===== src/rtl/fsk_dsm_pkg.sv =====
package fsk_dsm_pkg;
    localparam int NSTAGE = 3;
    localparam int OFS_W  = 4;
    typedef logic signed [OFS_W-1:0] dsm_ofs_t;
endpackage


===== src/rtl/fsk_word_sel.sv =====
module fsk_word_sel #(
    parameter int FRAC_W = 35,
    parameter int DEV_W  = 24
) (
    input  logic                    sel,
    input  logic [FRAC_W-1:0]       base,
    input  logic signed [DEV_W-1:0] dev,
    output logic [FRAC_W-1:0]       word
);
    localparam int SUM_W = FRAC_W + 2;

    logic signed [SUM_W-1:0] sum_w;
    logic [FRAC_W-1:0]       clamp_w;

    always_comb begin
        sum_w = $signed({2'b00, base}) + $signed({{(SUM_W-DEV_W){dev[DEV_W-1]}}, dev});
        if (sum_w[SUM_W-1]) begin
            clamp_w = '0;
        end else if (sum_w[FRAC_W]) begin
            clamp_w = '1;
        end else begin
            clamp_w = sum_w[FRAC_W-1:0];
        end
        word = sel ? clamp_w : base;
    end
endmodule


===== src/rtl/mash_acc_stage.sv =====
module mash_acc_stage #(
    parameter int FRAC_W = 35
) (
    input  logic [FRAC_W-1:0] acc_q,
    input  logic [FRAC_W-1:0] din,
    output logic [FRAC_W-1:0] sum,
    output logic              carry
);
    always_comb begin
        {carry, sum} = {1'b0, acc_q} + {1'b0, din};
    end
endmodule


===== src/rtl/mash_cancel.sv =====
module mash_cancel
    import fsk_dsm_pkg::*;
(
    input  logic     c1,
    input  logic     c2,
    input  logic     c2_p1,
    input  logic     c3,
    input  logic     c3_p1,
    input  logic     c3_p2,
    output dsm_ofs_t ofs
);
    always_comb begin
        ofs = $signed({3'b000, c1})
            + $signed({3'b000, c2}) - $signed({3'b000, c2_p1})
            + $signed({3'b000, c3}) - $signed({2'b00, c3_p1, 1'b0})
            + $signed({3'b000, c3_p2});
    end
endmodule


===== src/rtl/fsk_mash_dsm.sv =====
module fsk_mash_dsm
    import fsk_dsm_pkg::*;
#(
    parameter int INT_W  = 8,
    parameter int FRAC_W = 35,
    parameter int DEV_W  = 24
) (
    input  logic                    clk,
    input  logic                    rst_n,
    input  logic                    en,
    input  logic [INT_W-1:0]        int_word,
    input  logic [FRAC_W-1:0]       frac_word,
    input  logic signed [DEV_W-1:0] fsk_dev,
    input  logic                    fsk_sq,
    output logic [INT_W:0]          div_ratio
);
    localparam int TOT_W = INT_W + 2;

    typedef struct packed {
        logic                          sq1;
        logic                          sq2;
        logic [FRAC_W-1:0]             fcw;
        logic [NSTAGE-1:0][FRAC_W-1:0] acc;
        logic                          c2_p1;
        logic                          c3_p1;
        logic                          c3_p2;
        logic [INT_W:0]                div;
    } dsm_state_t;

    dsm_state_t st_d, st_q;

    logic [FRAC_W-1:0]              word_w;
    logic [NSTAGE-1:0][FRAC_W-1:0]  stg_in;
    logic [NSTAGE-1:0][FRAC_W-1:0]  stg_sum;
    logic [NSTAGE-1:0]              stg_cy;
    dsm_ofs_t                       ofs_w;
    logic signed [TOT_W-1:0]        tot_w;

    fsk_word_sel #(.FRAC_W(FRAC_W), .DEV_W(DEV_W)) u_sel (
        .sel  (st_q.sq2),
        .base (frac_word),
        .dev  (fsk_dev),
        .word (word_w)
    );

    for (genvar i = 0; i < NSTAGE; i++) begin : g_stage
        if (i == 0) begin : g_first
            assign stg_in[i] = st_q.fcw;
        end else begin : g_next
            assign stg_in[i] = stg_sum[i-1];
        end
        mash_acc_stage #(.FRAC_W(FRAC_W)) u_acc (
            .acc_q (st_q.acc[i]),
            .din   (stg_in[i]),
            .sum   (stg_sum[i]),
            .carry (stg_cy[i])
        );
    end

    mash_cancel u_cancel (
        .c1    (stg_cy[0]),
        .c2    (stg_cy[1]),
        .c2_p1 (st_q.c2_p1),
        .c3    (stg_cy[2]),
        .c3_p1 (st_q.c3_p1),
        .c3_p2 (st_q.c3_p2),
        .ofs   (ofs_w)
    );

    always_comb begin
        st_d     = st_q;
        st_d.sq1 = fsk_sq;
        st_d.sq2 = st_q.sq1;
        st_d.fcw = word_w;
        tot_w    = $signed({2'b00, int_word}) + $signed({{(TOT_W-OFS_W){ofs_w[OFS_W-1]}}, ofs_w});
        if (en) begin
            st_d.acc   = stg_sum;
            st_d.c2_p1 = stg_cy[1];
            st_d.c3_p1 = stg_cy[2];
            st_d.c3_p2 = st_q.c3_p1;
            st_d.div   = tot_w[INT_W:0];
        end else begin
            st_d.div   = {1'b0, int_word};
        end
    end

    always_ff @(posedge clk or negedge rst_n) begin
        if (!rst_n) begin
            st_q <= '0;
        end else begin
            st_q <= st_d;
        end
    end

    assign div_ratio = st_q.div;
endmodule


===== config.mk =====
export PLATFORM = sky130hd
export DESIGN_NAME = fsk_mash_dsm
export DESIGN_NICKNAME = d
export VERILOG_FILES = /design/src/rtl/fsk_dsm_pkg.sv /design/src/rtl/fsk_word_sel.sv /design/src/rtl/mash_acc_stage.sv /design/src/rtl/mash_cancel.sv /design/src/rtl/fsk_mash_dsm.sv
export SDC_FILE = /design/constraint.sdc
export NUM_CORES = 1
export LEC_CHECK = 0
export BUFFER_PORTS_ARGS = -buffer_cell sky130_fd_sc_hd__buf_4
export CORE_MARGIN = 4
export CORE_UTILIZATION = 50
export CTS_BUF_LIST = sky130_fd_sc_hd__clkbuf_8
export DETAILED_ROUTE_END_ITERATION = 7
export PLACE_DENSITY = 0.72
export SYNTH_ARGS = -nofsm -noshare
export SYNTH_HDL_FRONTEND = slang
export SYNTH_SLANG_ARGS = --single-unit

===== constraint.sdc =====
create_clock -name clk -period 14.3 [get_ports clk]
set_input_delay 0.715 -clock clk [delete_from_list [all_inputs] [get_ports clk]]
set_output_delay 0.715 -clock clk [all_outputs]
set_load 0.1 [all_outputs]

==> results of run 1 <==
-- metrics by stage --
| stage | worst slack (ps) | std cells | hold slack (ps) |
|---|---|---|---|
| floorplan | 6440 | 1536 | 331 |
| global placement | 5960 | 1909 | 335 |
| detailed placement | 5740 | 1909 | 362 |
| CTS | 5700 | 1941 | 331 |
| global route | 5040 | 1941 | 328 |
| finish | 5630 | 1941 | 329 |
-- placed cells by master, fill, tap and decap left out, types with 68 or more instances in the layout --
master / count
buf_4: 83
xnor2_1: 78
nor2_1: 94
a21o_1: 68
nand2_1: 103
inv_1: 80
ha_1: 150
o21ai_1: 71
a21oi_1: 134
mux2_2: 89
dfrtp_1: 154
-- cell families after synthesis --
logic type	Yosys count	share of synthesized area (%)
flip-flops	154	28.1
adder cells (fa/ha/maj)	157	14.7
buffers and inverters	132	3.74
AO/OA/AOI/OAI	518	25.0
XOR/XNOR	126	8.10
AND/OR/NAND/NOR	357	12.7
multiplexers	92	7.62
-- path summary, 6_finish.rpt --
| check | startpoint | end | slack (ps) | cells after the start |
|---|---|---|---|---|
| min reg2reg | st_d[152] | st_q[152] | 370 | 0 |
| max | st_q[126] | div_ratio[8] | 5630 | 40 |
| min in group clk | fsk_sq | st_d[152] | 360 | 1 |
| min | rst_n | st_q[117] | 330 | 1 |
| max in group asynchronous | rst_n | st_q[109] | 12710 | 2 |
| max reg2reg | st_q[126] | div_ratio[8] | 5630 | 40 |
-- state kept, by name (all words and copies together), names as in the netlist --
| signal | count |
|---|---|
| st_q | 144 |
| div_ratio | 9 |
| st_d | 1 |
-- routing by layer --
metal,up-vias,part of all wire (%),global-route usage (%)
met3,29,4.1,2.33
met5,-,0,0
met4,0,1.1,4.49
met2,295,47,33.7
li1,5729,-,-
met1,5457,48,28.2
-- worst max-delay path: cells and delay by family (launching register included) --
kind	cells	cell delay (ps)
flops	1	380
compound gates	19	3700
xor+xnor	1	140
simple gates	13	2070
fa+ha+maj	6	2170
buf+inv	1	70
-- layout make-up --
cell class | instances | area [µm²]
clock buffer | 18 | 248
clock inverter | 14 | 199
fill | 2431 | 11900
inverter | 80 | 300
multi-input combinational | 1250 | 9350
sequential | 154 | 3850
tap | 341 | 427
timing repair buffer | 84 | 634
==> metrics.md, run 1 <==
| Metric | Value |
|---|---|
| Dpl hpwl | 23,500 µm |
| Num CTS Buffers | 17 |
| DRC Markers | 0 |
| Worst hold path type | in2async |
| Largest net degree at the start of global routing | 99 |
| Sequential share of the synthesized area | 28.1% |
| Synth unique cells | 90 |
| Clk sink count | 154 |
| CTS max path bufs | 2 |
| RSZ-0062 raised after global routing | no |
| EDFF count, synth | 0 |
| Cell count after synthesis | 1,536 |
| Final wirelength | 30,700 µm |
| # H-tree levels | 4 |
| Setup TNS | 0 ps |
| Asr flop ratio synth | 100% |
| CORE AREA | 0.0270 mm² |
| Most frequent cell after synthesis | dfrtp_1 |
| Post-CTS Resized | 0 |
| Syn nets | 1,764 |
| Placed cell area | 0.0146 mm² |
| Critical path type | reg2reg |
| Synthesized flop and latch total | 154 |
| Most frequent cells after synthesis | dfrtp_1, ha_1, a21oi_1 |
| Max stage delay on crit path | 420 ps |
| Iteration-0 DRC count of the detailed router | 598 |
| Fin crit share | 60.6% |
| CP endpoint kind | register |
| Max Freq | 0.115 GHz |
| Post-CTS Hold Buffers | 0 |
| Synth top area cells | dfrtp_1, ha_1, mux2_2, xnor2_1, a21oi_1 |
| 1st-pass router iterations | 5 |
| Clk_skew | 22.6 ps |
| I/O pin count | 80 |
| Critical-path top delay cell | fa_1 |
| Total grt overflow | 0 |
| Max cap viols | 0 |
| Std cell rows | 60 |
| Die W | 174 µm |
| Top cell type's share of synthesized area | 28.1% |
| Fraction of layout instances using a drive strength above 1 | 15.2% |
| Setup-failing EPs final | 0 |
| Post-CTS Setup Bufs | 0 |
| CP Launch Type | register |
| Vias in the first global route | 11.1k |
| Status | completed |
| Fin. Hold Viols | 0 |
| Via count | 11.5k |
| # diodes | 0 |
| Largest area contributor in the netlist | dfrtp_1 |
| Final net count | 1,815 |
| Initial antenna violation count | 0 |
| GRT Overall Usage | 20.1% |
| Skew-Pair Late Insertion Delay | 470 ps |
| Yosys Warn Count | 0 |
| Slew HR | 36.6% |
| Design area | 0.0150 mm² |
| Vias/cell | 5.93 |
| Die area | 0.0301 mm² |
| CTS tree | built |
| WP data arrival | 9030 ps |
| RD Place Congestion | 0.901 |
| Final Max Slew Viols | 0 |
| Dominant synthesized flop cell | dfrtp_1 |
| First-pass GRT wire length | 52,500 µm |
| Area Growth Syn to Fin | 9.50% |
| Slew @ Worst Pin | 951 ps |
| Avg WL per Cell | 15.8 µm |
| Root buf cell | clkbuf_8 |
| Avg Cell Area, Syn | 8.93 µm² |
| Post-Syn Area | 0.0137 mm² |
| CP max FO | 6 |
| DIE HEIGHT | 174 µm |
| Tmin final | 8670 ps |
| Initial Utilization | 50.9% |
| Worst-path clk slew | 100 ps |
| Fin util | 55.7% |
| Antenna viol nets, final | 0 |
| Port buffer count | 79 |
| Req. time, crit path | 14,650 ps |
Power of run 1 is left out: the tool's default activity adds up to more than one toggle a clock period on the data nets, which glitch-free logic cannot reach.
==> inputs of run 2 (changes only) <==
- ABC_AREA: default -> 1
- clock period: 14.3 -> 8.9 ns (I/O delays scaled with it)
==> metrics.md, run 2 <==
| Metric | Value |
|---|---|
| Status | completed |
| 1st-pass router iterations | 5 |
| Port buffer count | 79 |
| Final net count | 2,808 |
| Yosys Warn Count | 0 |
| Worst hold path type | in2async |
| Via count | 16.0k |
| GRT Overall Usage | 28.3% |
| Vias/cell | 5.36 |
| Biggest register | st_q |
| Most frequent cells after synthesis | nand2_1, nor2_1, inv_1 |
| # diodes | 0 |
| CP startpoint | st_q[12] |
| Post-Syn Area | 0.0156 mm² |
| Largest net degree at the start of global routing | 103 |
| Synthesized flop and latch total | 154 |
| Area Growth Syn to Fin | 8.77% |
| Max cap viols | 0 |
| Setup-failing EPs final | 0 |
| Fin util | 55.4% |
| Max Freq | 0.130 GHz |
| Root buf cell | clkbuf_8 |
| Dpl hpwl | 38,700 µm |
| Most frequent cell after synthesis | nand2_1 |
| Clk sink count | 154 |
| Total grt overflow | 0 |
| Most Frequent Cell on Critical Path | nand2_1 |
| Reg-to-reg startpoint | st_q[12] |
| Die W | 185 µm |
| Syn nets | 2,741 |
| Iteration-0 DRC count of the detailed router | 874 |
| # H-tree levels | 4 |
| Commonest cells after routing, fill and taps aside | nand2_1, nor2_1, inv_1 |
| Avg Cell Area, Syn | 6.21 µm² |
| CP Launch Type | register |
| Slew HR | 19.5% |
| Post-CTS Resized | 0 |
| Post-CTS Hold Buffers | 0 |
| Final wirelength | 47,900 µm |
| Top cell type's share of synthesized area | 24.7% |
| EDFF count, synth | 0 |
| I/O pin count | 80 |
| RD Place Congestion | 0.968 |
| CP endpoint kind | register |
| Post-CTS Setup Bufs | 0 |
| Initial antenna violation count | 0 |
| Antenna viol nets, final | 0 |
| Final hold slack | 68.0 ps |
| Critical path type | reg2reg |
| RSZ-0062 raised after global routing | no |
| Num CTS Buffers | 17 |
| Cell count after synthesis | 2,513 |
| Worst-path clk slew | 100 ps |
| DIE HEIGHT | 185 µm |
| Final Max Slew Viols | 0 |
| Max stage delay on crit path | 540 ps |
| WP data arrival | 8080 ps |
| CTS max path bufs | 2 |
| Asr flop ratio synth | 100% |
| Fin crit share | 86.5% |
| CP max FO | 6 |
| Vias in the first global route | 15.7k |
| Fraction of layout instances using a drive strength above 1 | 5.21% |
| Setup ws final | 1200 ps |
| Initial Utilization | 50.9% |
| Fin. Hold Viols | 0 |
| Die area | 0.0341 mm² |
| Req. time, crit path | 9280 ps |
| Worst path top cell family by delay | simple AND/OR/NAND/NOR gates |
| Std cell rows | 64 |
| CTS tree | built |
| CP Buf/Inv Count | 5 |
| Dominant synthesized flop cell | dfrtp_1 |
| Slew @ Worst Pin | 1200 ps |
| Sequential share of the synthesized area | 24.7% |
| DRC Markers | 0 |
| Setup TNS | 0 ps |
| Synth unique cells | 38 |
| CORE AREA | 0.0307 mm² |
| Largest area contributor in the netlist | dfrtp_1 |
| Critical-path top delay cell | fa_1 |
| First-pass GRT wire length | 77,500 µm |
| Max reg flops | 144 |
| Most common cell after layout, fill and taps aside | nand2_1 |
| Avg WL per Cell | 16.0 µm |
| Tmin final | 7700 ps |
| Place WS | 1410 ps |
| Clk_skew | 19.0 ps |
| Synth top area cells | dfrtp_1, nand2_1, ha_1, nor2_1, inv_1 |
| Skew-Pair Late Insertion Delay | 490 ps |
==> run 2: path summary, 6_finish.rpt <==
kind	to	slack, ps	cells after the start
max in group asynchronous	st_q[36]	7540	2
max	div_ratio[6]	1200	44
min reg2reg	st_q[152]	350	0
max reg2reg	div_ratio[6]	1200	44
min in group clk	st_d[152]	70	1
min	st_q[90]	70	1
==> run 2: area by class of cell <==
cell class              count  area (µm²)
inverters                 236         887
multi-input cells        2088       10700
fillers                  3109       13700
clock inverters            12         164
clock buffers              19         262
flip-flops and latches    154        3850
repair buffers             83         627
well taps                 396         495
==> run 2: kinds of logic (layout without fill, tap and decap cells) <==
kind of cell             count (synthesis)  count (layout)  synth area share, %
adder cells (fa/ha/maj)                157             157                 12.9
XOR/XNOR                                72              72                 4.04
AO/OA/AOI/OAI                          306             306                 10.6
AND/OR/NAND/NOR                       1553            1553                 40.9
buffers and inverters                  271             350                 6.83
flip-flops                             154             154                 24.7
==> run 2: stage by stage <==
stage | std cells | cell area [µm²]
2_1_floorplan | 2513 | 15600
3_3_place_gp | 2957 | 16600
3_5_place_dp | 2957 | 16600
4_1_cts | 2988 | 17000
5_1_grt | 2988 | 17000
6_report | 2988 | 17000
==> run 2: per-layer routing <==
| layer | track usage [%] | wire length (µm) |
|---|---|---|
| met5 | 0 | 0 |
| met4 | 12.9 | 2280 |
| met1 | 34.5 | 20400 |
| met2 | 50.7 | 23500 |
| met3 | 2.66 | 1740 |
Power of run 2 is left out for the same reason.
==> inputs of run 3 (changes only) <==
- ABC_AREA: 1 -> 0
- PLACE_DENSITY: 0.72 -> 0.67
==> metrics.md, run 3 (synthesis results as in run 1) <==
| Metric | Value |
|---|---|
| Status | completed |
| Met2 Use GR | 32.2% |
| Reg-to-reg startpoint | st_q[131] |
| Via count | 11.3k |
| Fraction of layout instances using a drive strength above 1 | 16.1% |
| CORE AREA | 0.0270 mm² |
| Initial antenna violation count | 0 |
| Most common cell after layout, fill and taps aside | dfrtp_1 |
| Req. time, crit path | 9240 ps |
| Biggest register | st_q |
| Fill count | 2,426 |
| 1st-pass router iterations | 5 |
| I/O pin count | 80 |
| Clk_skew | 25.7 ps |
| Initial Utilization | 50.9% |
| Max Freq | 0.119 GHz |
| Clk sink count | 154 |
| Slew HR | 36.9% |
| CTS max path bufs | 2 |
| CP max FO | 6 |
| Total grt overflow | 0 |
| Met3 Usage GRT | 2.33% |
| Worst-path clk slew | 100 ps |
| Area Growth Syn to Fin | 9.92% |
| DRC Markers | 0 |
| Grt peak-use layer | met2 |
| Skew-Pair Late Insertion Delay | 460 ps |
| Max reg flops | 144 |
| Final wirelength | 30,100 µm |
| CP Launch Type | register |
| Die W | 174 µm |
| Die area | 0.0301 mm² |
| Critical-path top delay cell | fa_1 |
| Worst hold path type | in2async |
| # H-tree levels | 4 |
| Vias in the first global route | 10.9k |
| Tmin final | 8390 ps |
| Place WS | 294 ps |
| Most Frequent Cell on Critical Path | a21o_1 |
| Dpl hpwl | 23,100 µm |
| Num CTS Buffers | 17 |
| Iteration-0 DRC count of the detailed router | 589 |
| Port buffer count | 79 |
| RD Place Congestion | 0.904 |
| Commonest cells after routing, fill and taps aside | dfrtp_1, ha_1, a21oi_1 |
| Max cap viols | 0 |
| Critical path type | reg2reg |
| Vias/cell | 5.83 |
| Antenna viol nets, final | 0 |
| GRT Overall Usage | 19.7% |
| Final net count | 1,819 |
| WP data arrival | 8720 ps |
| Max stage delay on crit path | 430 ps |
| Setup ws final | 512 ps |
| Setup-failing EPs final | 0 |
| Met1 Use GR | 28.1% |
| Fin crit share | 94.2% |
| Fin. Hold Viols | 0 |
| Root buf cell | clkbuf_8 |
| First-pass GRT wire length | 51,100 µm |
| Final Max Slew Viols | 0 |
| Avg WL per Cell | 15.5 µm |
| CP endpoint kind | register |
| CP startpoint | st_q[131] |
| Slew @ Worst Pin | 947 ps |
| DIE HEIGHT | 174 µm |
| Std cell rows | 60 |
| Largest net degree at the start of global routing | 86 |
| # diodes | 0 |
| CTS tree | built |
==> run 3: repair_timing <==
| action | 4_1_cts | 5_1_grt |
|---|---|---|
| hold buffers | 0 | 0 |
| setup endpoints to repair | 0 | 5 |
| buffers inserted | 0 | 3 |
| gates resized for setup | 0 | 13 |
==> run 3: worst paths after layout <==
| path | endpoint | slack (ps) | cells past startpoint |
|---|---|---|---|
| setup / recovery | div_ratio[8] | 510 | 41 |
| hold / removal | st_q[87] | 40 | 1 |
| setup reg to reg | div_ratio[8] | 510 | 41 |
| hold reg to reg | st_q[152] | 380 | 0 |
| max in group asynchronous | st_q[142] | 7480 | 2 |
| min in group clk | st_d[152] | 90 | 1 |
==> run 3: critical path, delay by kind of cell (launching register included) <==
| kind | cells | cell delay, ps |
|---|---|---|
| DFF | 1 | 370 |
| and+or+nand+nor | 7 | 840 |
| buffers and inverters | 2 | 130 |
| adders and majority gates | 7 | 2140 |
| AOI/OAI and AO/OA | 23 | 4550 |
| xor gates and xnor gates | 2 | 270 |
==> run 3: through the flow <==
step           hold slack [ps]  util, %  instance area [µm²]  cells  TNS [ps]
6_report                  43.6     55.9                15100   1945         0
5_1_grt                   52.6     55.9                15100   1945     -38.9
4_1_cts                   59.8     55.6                15000   1942         0
3_5_place_dp               358     54.1                14600   1910         0
3_3_place_gp               333     54.1                14600   1910         0
2_1_floorplan              149        -                13700   1536         0
==> run 3: final cells by class <==
class	instances	area [µm²]	area share (%)
Timing Repair Buffer	88	664	4.41
Tap cell	341	427	2.83
Sequential cell	154	3850	25.6
Inverter	80	300	1.99
Clock buffer	17	234	1.55
Multi-Input combinational cell	1250	9410	62.4
Clock inverter	15	181	1.20
==> run 3: per-layer routing <==
| layer | vias up | share of wire, % |
|---|---|---|
| li1 | 5756 | - |
| met1 | 5313 | 50 |
| met2 | 231 | 45 |
| met3 | 33 | 3.6 |
| met4 | 0 | 1.4 |
| met5 | - | 0 |
Power of run 3 is left out for the same reason.
